**config.mk**
```make
export PLATFORM = sky130hd
export DESIGN_NAME = hotpix_hunter
export DESIGN_NICKNAME = d
export VERILOG_FILES = /design/src/rtl/hpx_pkg.sv /design/src/rtl/hpx_pair_detect.sv /design/src/rtl/hpx_list_ram.sv /design/src/rtl/hpx_ctrl.sv /design/src/rtl/hotpix_hunter.sv
export SDC_FILE = /design/constraint.sdc
export NUM_CORES = 1
export LEC_CHECK = 0
export BUFFER_PORTS_ARGS = -buffer_cell sky130_fd_sc_hd__buf_2
export CAP_MARGIN = 0
export CORE_MARGIN = 1
export CORE_UTILIZATION = 46
export CTS_CLUSTER_DIAMETER = 150
export CTS_CLUSTER_SIZE = 40
export DETAILED_ROUTE_END_ITERATION = 12
export SKIP_CTS_REPAIR_TIMING = 1
export SYNTH_ARGS = -nofsm -noshare
export SYNTH_HDL_FRONTEND = slang
export SYNTH_SLANG_ARGS = --single-unit
```
**constraint.sdc**
```tcl
create_clock -name clk -period 4.1 [get_ports clk]
set_input_delay 0.205 -clock clk [delete_from_list [all_inputs] [get_ports clk]]
set_output_delay 0.205 -clock clk [all_outputs]
set_load 0.01 [all_outputs]
```
**src/rtl/hpx_pkg.sv**
```systemverilog
package hpx_pkg;
  typedef enum logic [2:0] {
    ST_IDLE, ST_CLEAR, ST_WAIT, ST_SCAN, ST_EVAL, ST_DONE, ST_ERR
  } hpx_state_e;

  localparam logic [1:0] ERR_NONE = 2'd0;
  localparam logic [1:0] ERR_OVER = 2'd1;
  localparam logic [1:0] ERR_SHUT = 2'd2;
endpackage

```
**src/rtl/hpx_pair_detect.sv**
```systemverilog
module hpx_pair_detect #(
  parameter int PIX_W    = 12,
  parameter int COL_W    = 11,
  parameter int LINE_PIX = 720,
  parameter int EDGE     = 8
) (
  input  logic             clk,
  input  logic             rst,
  input  logic             pix_valid,
  input  logic [COL_W-1:0] pix_col,
  input  logic [PIX_W-1:0] pix_data,
  input  logic [PIX_W-1:0] thr,
  output logic             hit,
  output logic [COL_W-2:0] pair_idx
);
  localparam logic [COL_W-2:0] LO_PAIR = (COL_W-1)'(EDGE / 2);
  localparam logic [COL_W-2:0] HI_PAIR = (COL_W-1)'((LINE_PIX - EDGE) / 2);

  logic [PIX_W-1:0] even_q;
  logic             in_zone;

  // Hold the even half of the pair until its odd partner arrives.
  always_ff @(posedge clk) begin
    if (rst) even_q <= '0;
    else if (pix_valid && !pix_col[0]) even_q <= pix_data;
  end

  assign pair_idx = pix_col[COL_W-1:1];
  assign in_zone  = (pair_idx >= LO_PAIR) && (pair_idx < HI_PAIR);
  assign hit      = pix_valid && pix_col[0] && in_zone &&
                    ((even_q > thr) || (pix_data > thr));
endmodule

```
**src/rtl/hpx_list_ram.sv**
```systemverilog
module hpx_list_ram #(
  parameter int DW    = 20,
  parameter int DEPTH = 32,
  parameter int AW    = 5
) (
  input  logic          clk,
  input  logic          we,
  input  logic [AW-1:0] waddr,
  input  logic [DW-1:0] wdata,
  input  logic [AW-1:0] raddr,
  output logic [DW-1:0] rdata
);
  logic [DW-1:0] mem [DEPTH];

  always_ff @(posedge clk) begin
    if (we) mem[waddr] <= wdata;
    rdata <= mem[raddr];
  end
endmodule

```
**src/rtl/hpx_ctrl.sv**
```systemverilog
module hpx_ctrl
  import hpx_pkg::*;
#(
  parameter int PIX_W    = 12,
  parameter int ROW_W    = 10,
  parameter int COL_W    = 11,
  parameter int CAP      = 32,
  parameter int MAX_PASS = 128,
  parameter int AW       = $clog2(CAP),
  parameter int CNT_W    = $clog2(CAP + 1),
  parameter int EW       = ROW_W + COL_W - 1
) (
  input  logic             clk,
  input  logic             rst,
  input  logic             start,
  input  logic [PIX_W-1:0] thr_init,
  input  logic [PIX_W-1:0] thr_step,
  input  logic             shutter_open,
  input  logic             pix_valid,
  input  logic             pix_sof,
  input  logic             pix_eof,
  input  logic [ROW_W-1:0] pix_row,
  input  logic             hit,
  input  logic [COL_W-2:0] pair_idx,
  output logic [PIX_W-1:0] thr,
  output logic             we,
  output logic [AW-1:0]    waddr,
  output logic [EW-1:0]    wdata,
  output logic [CNT_W-1:0] count,
  output logic             done,
  output logic [1:0]       err_code,
  output hpx_state_e       state
);
  localparam int HIT_W  = ROW_W + COL_W;
  localparam int PASS_W = $clog2(MAX_PASS + 1);
  localparam logic [AW-1:0]     LAST_SLOT = AW'(CAP - 1);
  localparam logic [HIT_W-1:0]  CAP_H     = HIT_W'(CAP);
  localparam logic [PASS_W-1:0] PASS_LIM  = PASS_W'(MAX_PASS);

  logic [AW-1:0]     clr_idx, wptr;
  logic [HIT_W-1:0]  hits;
  logic [PASS_W-1:0] pass;
  logic [PIX_W:0]    thr_sum;
  logic              take_start, scan_hit;

  assign take_start = start && (state == ST_IDLE || state == ST_DONE || state == ST_ERR);
  assign scan_hit   = (state == ST_SCAN) && hit && !shutter_open;
  assign thr_sum    = {1'b0, thr} + {1'b0, thr_step};

  assign we    = (state == ST_CLEAR) || scan_hit;
  assign waddr = (state == ST_CLEAR) ? clr_idx : wptr;
  assign wdata = (state == ST_CLEAR) ? '0 : {pix_row, pair_idx};

  always_ff @(posedge clk) begin
    if (rst) begin
      state    <= ST_IDLE;
      clr_idx  <= '0;
      wptr     <= '0;
      hits     <= '0;
      pass     <= '0;
      thr      <= '0;
      count    <= '0;
      done     <= 1'b0;
      err_code <= ERR_NONE;
    end else if (take_start) begin
      state    <= ST_CLEAR;
      clr_idx  <= '0;
      wptr     <= '0;
      hits     <= '0;
      pass     <= PASS_W'(1);
      thr      <= thr_init;
      count    <= '0;
      done     <= 1'b0;
      err_code <= ERR_NONE;
    end else begin
      case (state)
        ST_CLEAR: begin
          clr_idx <= clr_idx + 1'b1;
          if (clr_idx == LAST_SLOT) state <= ST_WAIT;
        end
        ST_WAIT: begin
          if (shutter_open) begin
            state <= ST_ERR; err_code <= ERR_SHUT; done <= 1'b1;
          end else if (pix_valid && pix_sof) begin
            state <= ST_SCAN;
          end
        end
        ST_SCAN: begin
          if (shutter_open) begin
            state <= ST_ERR; err_code <= ERR_SHUT; done <= 1'b1;
          end else begin
            if (scan_hit) begin
              hits <= hits + 1'b1;
              wptr <= (wptr == LAST_SLOT) ? '0 : wptr + 1'b1;
            end
            if (pix_valid && pix_eof) state <= ST_EVAL;
          end
        end
        ST_EVAL: begin
          if (hits <= CAP_H) begin
            state <= ST_DONE;
            count <= CNT_W'(hits);
            done  <= 1'b1;
          end else if (pass == PASS_LIM) begin
            state    <= ST_ERR;
            count    <= CNT_W'(CAP);
            err_code <= ERR_OVER;
            done     <= 1'b1;
          end else begin
            state <= ST_WAIT;
            pass  <= pass + 1'b1;
            hits  <= '0;
            wptr  <= '0;
            thr   <= thr_sum[PIX_W] ? '1 : thr_sum[PIX_W-1:0];
          end
        end
        default: ;
      endcase
    end
  end
endmodule

```
**src/rtl/hotpix_hunter.sv**
```systemverilog
module hotpix_hunter
  import hpx_pkg::*;
#(
  parameter int PIX_W    = 12,
  parameter int ROW_W    = 10,
  parameter int COL_W    = 11,
  parameter int LINE_PIX = 720,
  parameter int EDGE     = 8,
  parameter int CAP      = 32,
  parameter int MAX_PASS = 128,
  parameter int AW       = $clog2(CAP),
  parameter int CNT_W    = $clog2(CAP + 1),
  parameter int EW       = ROW_W + COL_W - 1
) (
  input  logic             clk,
  input  logic             rst,
  input  logic             start,
  input  logic [PIX_W-1:0] thr_init,
  input  logic [PIX_W-1:0] thr_step,
  input  logic             shutter_open,
  input  logic             pix_valid,
  input  logic             pix_sof,
  input  logic             pix_eof,
  input  logic [ROW_W-1:0] pix_row,
  input  logic [COL_W-1:0] pix_col,
  input  logic [PIX_W-1:0] pix_data,
  input  logic [AW-1:0]    rd_addr,
  output logic [EW-1:0]    rd_data,
  output logic [CNT_W-1:0] count,
  output logic             done,
  output logic [1:0]       err_code
);
  logic [PIX_W-1:0] thr;
  logic             hit, we;
  logic [COL_W-2:0] pair_idx;
  logic [AW-1:0]    waddr;
  logic [EW-1:0]    wdata;
  hpx_state_e       state;

  hpx_pair_detect #(.PIX_W(PIX_W), .COL_W(COL_W), .LINE_PIX(LINE_PIX), .EDGE(EDGE)) u_det (
    .clk(clk), .rst(rst), .pix_valid(pix_valid), .pix_col(pix_col),
    .pix_data(pix_data), .thr(thr), .hit(hit), .pair_idx(pair_idx)
  );

  hpx_ctrl #(.PIX_W(PIX_W), .ROW_W(ROW_W), .COL_W(COL_W), .CAP(CAP),
             .MAX_PASS(MAX_PASS), .AW(AW), .CNT_W(CNT_W), .EW(EW)) u_ctrl (
    .clk(clk), .rst(rst), .start(start), .thr_init(thr_init), .thr_step(thr_step),
    .shutter_open(shutter_open), .pix_valid(pix_valid), .pix_sof(pix_sof),
    .pix_eof(pix_eof), .pix_row(pix_row), .hit(hit), .pair_idx(pair_idx),
    .thr(thr), .we(we), .waddr(waddr), .wdata(wdata), .count(count),
    .done(done), .err_code(err_code), .state(state)
  );

  hpx_list_ram #(.DW(EW), .DEPTH(CAP), .AW(AW)) u_ram (
    .clk(clk), .we(we), .waddr(waddr), .wdata(wdata), .raddr(rd_addr), .rdata(rd_data)
  );
endmodule

```
---- After elaboration in Yosys (flattened, before gate mapping) ----
Memory sizes are Yosys's and may differ from the RTL's. A register that Yosys moved wholly into a read port is not among the register bits.
Index checks and enable logic that the tools add are counted.
operators by class
  $add $sub $neg .......................... 5
  multipliers ............................. 0
  divide/modulo/power cells ............... 0
  order comparisons ....................... 5
  equality and inequality tests ........... 24
  shift-type cells ........................ 0
  muxes and demuxes ....................... 43
  bitwise operators ....................... 2
  reduce and logical (&&, ||, !) cells .... 33
operators with widths
  operator                                                                               number
  21-bit two-way mux                                                                     4
  12-bit two-way mux                                                                     5
  21-bit case mux with 2 select lines                                                    1
  5-bit two-way mux                                                                      6
  12-bit greater-than comparator                                                         2
  21-bit by 1-bit adder with 21-bit output (second input constant)                       1
  21-bit by 6-bit <= comparator with 1-bit output (second input constant)                1
  3-bit two-way mux                                                                      7
  20-bit two-way mux                                                                     1
  12-bit by 12-bit adder with 13-bit output                                              1
  6-bit two-way mux                                                                      2
  3-bit case mux with 4 select lines                                                     1
  4-bit AND reduction                                                                    3
  5-bit by 1-bit adder with 5-bit output (second input constant)                         2
  5-bit == test (second input constant)                                                  2
  10-bit by 3-bit greater-or-equal comparator with 1-bit output (second input constant)  1
  1-bit logical AND                                                                      10
  10-bit by 9-bit less-than comparator with 1-bit output (second input constant)         1
  1-bit two-way mux                                                                      10
  2-bit by 1-bit != test with 1-bit output (second input constant)                       5
  5-bit case mux with 2 select lines                                                     1
  3-bit == test (second input constant)                                                  3
  3-bit AND reduction                                                                    3
  8-bit by 1-bit adder with 8-bit output (second input constant)                         1
  other kinds (22)                                                                       38
storage, ports and cells
  bits in registers ....................... 75
  bits in latches ......................... 0
  bits in writable memories ............... 640
  memory bits (read-only) ................. 0
  input port bits ......................... 69
  output and inout bits ................... 29
  word-level logic and storage cells ...... 125
  memories ................................ 1
memories
  memory     depth  width  rd ports  clocked after Yosys merged registers in  write ports  line                source
  u_ram.mem  32     20     1         1                                        1            hpx_list_ram.sv:13  logic [DW-1:0] mem [DEPTH];

---- Longest topological paths before layout ----
Gate-level depths: netlist of run 1.
  depth after elaboration ................. 9
  mapped depth ............................ 12
  depth with buffers taken out ............ 11

---- Modules after synthesis ----
A second synthesis of run 1 with hierarchy kept.
unflattened totals
  cell total of the unflattened synthesis .. 2037
  area, all modules ....................... 30797.0 µm²
modules (own cells, without submodules)
  module           times used  cells an instance  area an instance (µm²)  seq. area each (µm²)
  hpx_list_ram     1           1414               25553.3                 19618.8
  hpx_ctrl         1           481                4151.5                  1261.2
  hpx_pair_detect  1           142                1092.3                  240.2

---- Worst setup path after synthesis of run 1 ----
No wires, ideal clock.
  path kind ............................... flip-flop to flip-flop
  start ................................... register u_ctrl.thr[6]
  end ..................................... memory u_ram.mem[13][0] (enable)
  setup time .............................. 397 ps
  arrival time ............................ 2857 ps
  data required time ...................... 3703 ps
  path slack .............................. 846 ps
  stages on the path, launching flop included .. 11
  path buffers ............................ 0
  clock period less this slack ............ 3254 ps
  cell sequence ........................... dfxtp_1 -> inv_1 -> ha_1 -> a21oi_1 -> a21oi_1 -> a211oi_1 -> o221a_2 -> o22ai_4 -> a21oi_1 -> o32a_1 -> nor2_1
between the ends
  word-level cells in the longest chain between the ends .. 8
ends and longest elaborated chain
  what                                       line                   source
  start, declared                            hpx_ctrl.sv:25         output logic [PIX_W-1:0] thr,
  start signal, assigned                     hpx_ctrl.sv:71         thr <= thr_init;
  start signal, assigned                     hpx_ctrl.sv:114        thr <= thr_sum[PIX_W] ? '1 : thr_sum[PIX_W-1:0];
  12-bit greater-than comparator             hpx_pair_detect.sv:31  ((even_q > thr) || (pix_data > thr));
  1-bit logical OR *                         hpx_pair_detect.sv:31
  1-bit logical AND *                        hpx_pair_detect.sv:30  assign hit = pix_valid && pix_col[0] && in_zone &&
  1-bit logical AND * (2 in a row)           hpx_ctrl.sv:47         assign scan_hit = (state == ST_SCAN) && hit && !shutter_open;
  1-bit logical OR *                         hpx_ctrl.sv:50         assign we = (state == ST_CLEAR) || scan_hit;
  1-bit two-way mux *                        hpx_list_ram.sv:16     if (we) mem[waddr] <= wdata;
  1-bit two-way mux (not written as such) *  hpx_list_ram.sv:16
  end, declared                              hpx_list_ram.sv:13
Every way passes the cells marked *; elsewhere a longest branch is shown, timed or not.

---- Final worst setup path of run 1 ----
  start ................................... register u_ctrl.state[1]
  end ..................................... memory u_ram.mem[17][10] (enable)
between the ends
  word-level cells in the longest chain between the ends .. 6
ends and longest elaborated chain
  what                                      line                source
  start, declared                           hpx_ctrl.sv:32      output hpx_state_e state
  start signal, assigned                    hpx_ctrl.sv:56      state <= ST_IDLE;
  start signal, assigned                    hpx_ctrl.sv:66      state <= ST_CLEAR;
  start signal, assigned                    hpx_ctrl.sv:79      if (clr_idx == LAST_SLOT) state <= ST_WAIT;
  3-bit by 2-bit == test with 1-bit output  hpx_ctrl.sv:47
  1-bit logical AND (2 in a row)            hpx_ctrl.sv:47
  1-bit logical OR                          hpx_ctrl.sv:50
  1-bit two-way mux                         hpx_list_ram.sv:16
  1-bit two-way mux (not written as such)   hpx_list_ram.sv:16
Several ways; a longest one is shown, not always the timed one.

==> results.yml, run 1 <==
detailed_routing:
  drt_iter0_markers: 1332
  dr.pass1.iters: 5
  drtAntennaViolNets: 0
  drc: 0
  viasPerCell: 5.795
  vias: 14957
  finalWirelength_microns: 64450
  wire_per_inst_microns: 24.97
worst_setup_path:
  critPathKind: "flop to flop"
  worstPathMaxFanout: 12
  critPathLaunchType: "flop"
  reg2reg_from: "u_ctrl.state[1]$_SDFFE_PP0P_"
  arrival_ns: 3.75
  crit_path_max_incr_delay_ns: 0.55
  cpMaxStageDelayCell: "nor2_2"
  cp.required_ns: 4.44
  path_cells: "nor3b_4 -> nand2_2 -> nor4_4 -> o21ai_2 -> o22ai_4 -> a21oi_1 -> o32a_1 -> nor2_2 -> buf_4"
  critPathLaunch: "u_ctrl.state[1]$_SDFFE_PP0P_"
  critPathCaptureType: "flop"
synthesis:
  yosys-top-cells-area: "edfxtp_1 65%, mux4_2 15%, dfxtp_1 6.4%, ha_1 1.9%, nor2_1 1.2%"
  ys_seq_elements: 735
  yosys-top-cells-count: "640 x edfxtp_1, 200 x mux4_2, 95 x dfxtp_1, 95 x nor2_1, 85 x nand2_1"
  netlist_area_sq_um: 29520
  synth_top_area_share_pct: 65.10
  synth_edf_count: 640
  yosysWarnings: 0
  synth_top_cell_by_area: "edfxtp_1"
  synth_nets: 1695
  synth_seq_area_share_pct: 71.54
  yosysMostFrequentCell: "edfxtp_1"
  syn_inst: 1581
  avgSynthCellArea_sq_um: 18.67
  synth_cell_type_count: 62
  synth_ff_type: "edfxtp_1"
  async_flop_share_pct: 0
hold_path:
  hold_start: "thr_step[0]"
  hold_class: "primary input to flop"
final_layout:
  nets: 1832
  drive_gt1_share_pct: 25.84
  area.growth.synth_to_final_pct: 9.438
  fillCellCount: 5134
place:
  pre_cts_ws_ns: 0.6856
  gp_congestion: 0.8462
  io_buffer_count: 97
  dpl.hpwl_microns: 39410
grt:
  antenna_found_initial: 1
  grt_pass1_wl_microns: 96130
  grt_overflow: 0
  first_global_vias: 15146
  grt_max_degree: 73
  grtUsageTotal_pct: 19.69
floorplan:
  die_x_microns: 255.3
  core.rowCount: 92
  core_sq_um: 63200
  ios: 98
  start_util_pct: 46.72
  fp.dieH_microns: 255.3
  die_area_sq_um: 65200
clocking:
  clock_latency_ns: 0.63
  cts-htree-levels: 1
  clk_pin_slew_ns: 0.15
  clock_path_buffers: 3
  numClockSinks: 735
  cts_buffers: 22
  cts_tree: "built"
  cts-root-buf: "clkbuf_16"
sta:
  finalCritPeriodShare_pct: 83.28
  period_needed_ns: 3.415
  clock.fmax_ghz: 0.2929
  tightest_slew_ns: 1.345
  rsz0062_at_grt: "no"
  slew_headroom_pct: 10.31
  hold_viol_final: 0
  setup_tns_ns: 0
  setup_violations: 0
  fin_ws_ns: 0.6855
  fin_skew_ns: 0.04356
  drv_slew: 0
outcome:
  status: "finished clean"
power_and_ir_drop:
  ir_worst_vdd_mv: 0.3089
  p_leak_uw: 0.01029
  powerDensity_nw_per_um2: 385.1
job:
  cap_violations: 0
==> area by class of cell <==
cell class,instances,area (sq um),area share [%]
antenna,1,2.502,0.007745
sequential,735,21120,65.37
clock buffer,37,606.8,1.878
tap,846,1059,3.276
multi-input combinational,746,8079,25.01
inverter,30,112.6,0.3485
clock inverter,3,41.29,0.1278
timing repair buffer,183,1287,3.985
==> cell usage in the layout (no fill, tap or decap), types with 4 or more instances in the layout <==
master | netlist | routed
a2111oi_0 | 11 | 11
dlygate4sd3_1 | 0 | 25
nor2_2 | 0 | 32
buf_2 | 16 | 94
nor2_1 | 95 | 63
o31ai_1 | 4 | 4
a22oi_1 | 5 | 5
nand3b_1 | 8 | 8
nand2_1 | 85 | 85
ha_1 | 44 | 44
nor3_1 | 11 | 11
nand4_1 | 9 | 9
or4_1 | 8 | 8
a21oi_1 | 63 | 63
xor2_1 | 17 | 17
xnor2_1 | 7 | 7
buf_12 | 0 | 6
and3_1 | 13 | 13
clkbuf_1 | 45 | 15
buf_4 | 2 | 56
nor2b_1 | 5 | 5
or3_1 | 11 | 11
dfxtp_1 | 95 | 95
clkbuf_16 | 0 | 22
o211ai_1 | 7 | 7
o21ai_1 | 4 | 4
mux4_2 | 200 | 200
o21ai_0 | 18 | 18
nor4_1 | 4 | 4
nand2b_1 | 5 | 5
edfxtp_1 | 640 | 640
inv_1 | 30 | 30
mux2_2 | 20 | 20
nand3_1 | 19 | 19
and2_1 | 22 | 22
==> registers in the layout (all words and copies together), names as in the netlist <==
register         count
u_ctrl.err_code      2
u_ctrl.state         3
u_det.even_q        12
u_ctrl.count         6
u_ctrl.clr_idx       5
u_ram.rdata         20
u_ctrl.done          1
u_ctrl.pass          8
u_ram.mem          640
u_ctrl.thr          12
u_ctrl.wptr          5
u_ctrl.hits         21
==> metrics by stage <==
stage	hold WS (ns)	instances	util, %	total power, uW	area [sq um]
finish	0.04566	2581	51.12	12440	32310
global route	0.03281	2580	51.12	12820	32310
CTS	-0.2024	2555	50.72	12530	32060
detailed placement	0.4485	2515	49.70	9432	31410
global placement	0.4424	2515	49.70	9411	31410
floorplan	0.3410	1581	-	9054	29520
==> kinds of logic (layout without fill, tap and decap cells) <==
logic type	after synthesis	in the layout	share of synthesized area (%)
muxes	223	223	16.12
and+or+nand+nor	309	309	5.141
DFF	735	735	71.54
xor gates and xnor gates	24	24	0.7120
AOI/OAI and AO/OA	145	145	3.187
buffers and inverters	100	253	1.365
adders and majority gates	45	45	1.933
other	0	1	0
==> path summary, 6_finish.rpt <==
check                                                        to  slack [ns]  cells past startpoint
worst min-delay path                 u_ctrl.thr[0]$_SDFFE_PP0P_        0.05                      4
worst max-delay path                u_ram.mem[17][10]$_DFFE_PP_        0.69                      9
worst max register to register      u_ram.mem[17][10]$_DFFE_PP_        0.69                      9
worst min register to register  u_ctrl.err_code[0]$_SDFFE_PP0P_        0.46                      2
==> worst max-delay path: cells and delay by family, from the launching register on <==
family,cells,cell delay (ns)
and+or+nand+nor,4,1.35
AOI/OAI and AO/OA,4,0.95
DFF,1,0.50
buffers and inverters,1,0.34
==> power breakdown <==
part	internal [uW]	leakage, uW	switching (uW)	total, uW
sequential	8240	0.00658	30.8	8270
combinational	415	0.00340	584	999
clock	1060	0.000308	2120	3170
==> routing by layer <==
metal  track usage [%]  up-vias  routed length [microns]
met3             2.659       47                     3177
met5                 0        -                        0
li1                  -     6613                        -
met2             33.52      382                    32170
met4             2.878        0                      878
met1             27.69     7915                    28230
No activity file was read; power rests on OpenSTA's default activity.
==> run 2, diff against run 1 <==
==> constraint.sdc (replaced) <==
create_clock -name clk -period 2.86 [get_ports clk]
set_input_delay 0.143 -clock clk [delete_from_list [all_inputs] [get_ports clk]]
set_output_delay 0.143 -clock clk [all_outputs]
set_load 0.01 [all_outputs]
==> results.yml, run 2 (same netlist as run 1, synthesis figures left out) <==
power_and_ir_drop:
  power.internal_uw: 14020
  p_leak_uw: 0.01077
  power_frac_comb_pct: 8.9
  clkPwrFrac_pct: 25.4
  ir_worst_vdd_mv: 0.3733
  switchingPower_uw: 4027
  seq_power_share_pct: 65.6
  power_uw: 18040
  powerDensity_nw_per_um2: 535.6
  swShare_pct: 22.32
sta:
  fin_ws_ns: 0.03195
  hold_viol_final: 0
  period_needed_ns: 2.828
  setup_violations: 0
  slew_headroom_pct: 12.27
  rsz0062_at_grt: "yes"
  clock.fmax_ghz: 0.3536
  fin_skew_ns: 0.03592
  drv_slew: 0
  finalCritPeriodShare_pct: 98.88
  tightest_slew_ns: 1.316
  holdWs_ns: 0.001534
final_layout:
  largest-register: "u_ram.mem"
  final_common_cell: "edfxtp_1"
  nets: 1892
  layout_common_cells: "640 x edfxtp_1, 200 x mux4_2, 94 x buf_2, 85 x nand2_1, 81 x dfxtp_1"
  drive_gt1_share_pct: 31.10
  n_antenna_cell: 0
  area.growth.synth_to_final_pct: 14.11
  largest_reg_flops: 640
  largestRegisters: "u_ram.mem: 640 flops, u_ctrl.hits: 21 flops, u_ram.rdata: 20 flops"
  postLayoutCoreUtil_pct: 53.31
  finalNonFillerCells: 2640
grt:
  first_global_vias: 15508
  grt_max_degree: 42
  antenna_found_initial: 2
  grt_pass1_wl_microns: 99860
  grt_overflow: 0
  grtUsageTotal_pct: 20.46
clocking:
  cts-root-buf: "clkbuf_16"
  clk_pin_slew_ns: 0.14
  clock_path_buffers: 3
  clock_latency_ns: 0.62
  cts_tree: "built"
  numClockSinks: 735
  cts-htree-levels: 1
  cts_buffers: 22
worst_setup_path:
  crit_path_max_incr_delay_ns: 0.44
  critPathLaunchType: "flop"
  path_cells: "inv_1 -> ha_1 -> nand2_1 -> o21a_1 -> o221a_4 -> o22ai_4 -> a21oi_2 -> o32a_4 -> buf_6 -> nor2_4 -> buf_12 -> clkbuf_16"
  critPathKind: "flop to flop"
  critPathCaptureType: "flop"
  cp.required_ns: 3.21
  worstPathMaxFanout: 7
  arrival_ns: 3.18
  cpMaxStageDelayCell: "o32a_4"
detailed_routing:
  vias: 15231
  drt_iter0_markers: 1248
  viasPerCell: 5.769
  drc: 0
  finalWirelength_microns: 67800
  drtAntennaViolNets: 0
  dr.pass1.iters: 5
  wire_per_inst_microns: 25.68
floorplan:
  core.rowCount: 92
  ios: 98
  die_x_microns: 255.3
  core_sq_um: 63200
  start_util_pct: 46.72
  fp.dieH_microns: 255.3
  die_area_sq_um: 65200
place:
  io_buffer_count: 97
  dpl.hpwl_microns: 41700
  gp_congestion: 0.8466
  pre_cts_ws_ns: -0.1988
  place_inst: 2559
outcome:
  status: "finished clean"
hold_path:
  hold_class: "primary input to flop"
job:
  cap_violations: 0
run 2: worst max-delay path: cells and delay by family (launching register included):
| family | cells | cell delay, ns |
|---|---|---|
| compound gates | 5 | 1.21 |
| buf+inv | 4 | 0.54 |
| flops | 1 | 0.35 |
| fa+ha+maj | 1 | 0.32 |
| simple gates | 2 | 0.16 |
run 2: per-stage QoR:
stage          cell area, sq um  setup TNS [ns]
3_3_place_gp              32230          -1.914
2_1_floorplan             29570          -99.36
4_1_cts                   32890          -16.52
3_5_place_dp              32230          -11.22
6_report                  33690               0
5_1_grt                   33690         -0.7170
run 2: final cells by class:
class                   count  area (sq um)
well taps                 846          1059
flip-flops and latches    735         21140
inverters                  30         115.1
repair buffers            243          2311
multi-input cells         746          8408
clock buffers              38         610.6
fillers                  4941         29510
clock inverters             2         46.29
run 2: power by group through the flow:
stage / logic [uW] / registers (uW) / clock network [uW]
after floorplan: 887 / 12100 / 0
after CTS: 1530 / 11800 / 4730
after global placement: 1500 / 12100 / 0
after global routing: 1730 / 11900 / 5030
final: 1610 / 11800 / 4590
after detailed placement: 1520 / 12100 / 0
run 2: path summary, 6_finish.rpt:
path                            slack (ns)                            start  cells after the start                              end
worst max-delay path                  0.03       u_ctrl.thr[3]$_SDFFE_PP0P_                     12      u_ram.mem[25][18]$_DFFE_PP_
worst min-delay path                 0.002                      thr_step[0]                      4       u_ctrl.thr[0]$_SDFFE_PP0P_
worst max register to register        0.03       u_ctrl.thr[3]$_SDFFE_PP0P_                     12      u_ram.mem[25][18]$_DFFE_PP_
worst min register to register        0.46  u_ctrl.err_code[0]$_SDFFE_PP0P_                      2  u_ctrl.err_code[0]$_SDFFE_PP0P_
run 2: layer usage:
| metal | track usage [%] | vias to the layer above | wire, microns |
|---|---|---|---|
| met5 | 0 | - | 0 |
| met4 | 4.585 | 0 | 1572 |
| met3 | 3.214 | 62 | 3635 |
| met2 | 32.90 | 442 | 32630 |
| met1 | 29.59 | 7987 | 29970 |
| li1 | - | 6740 | - |
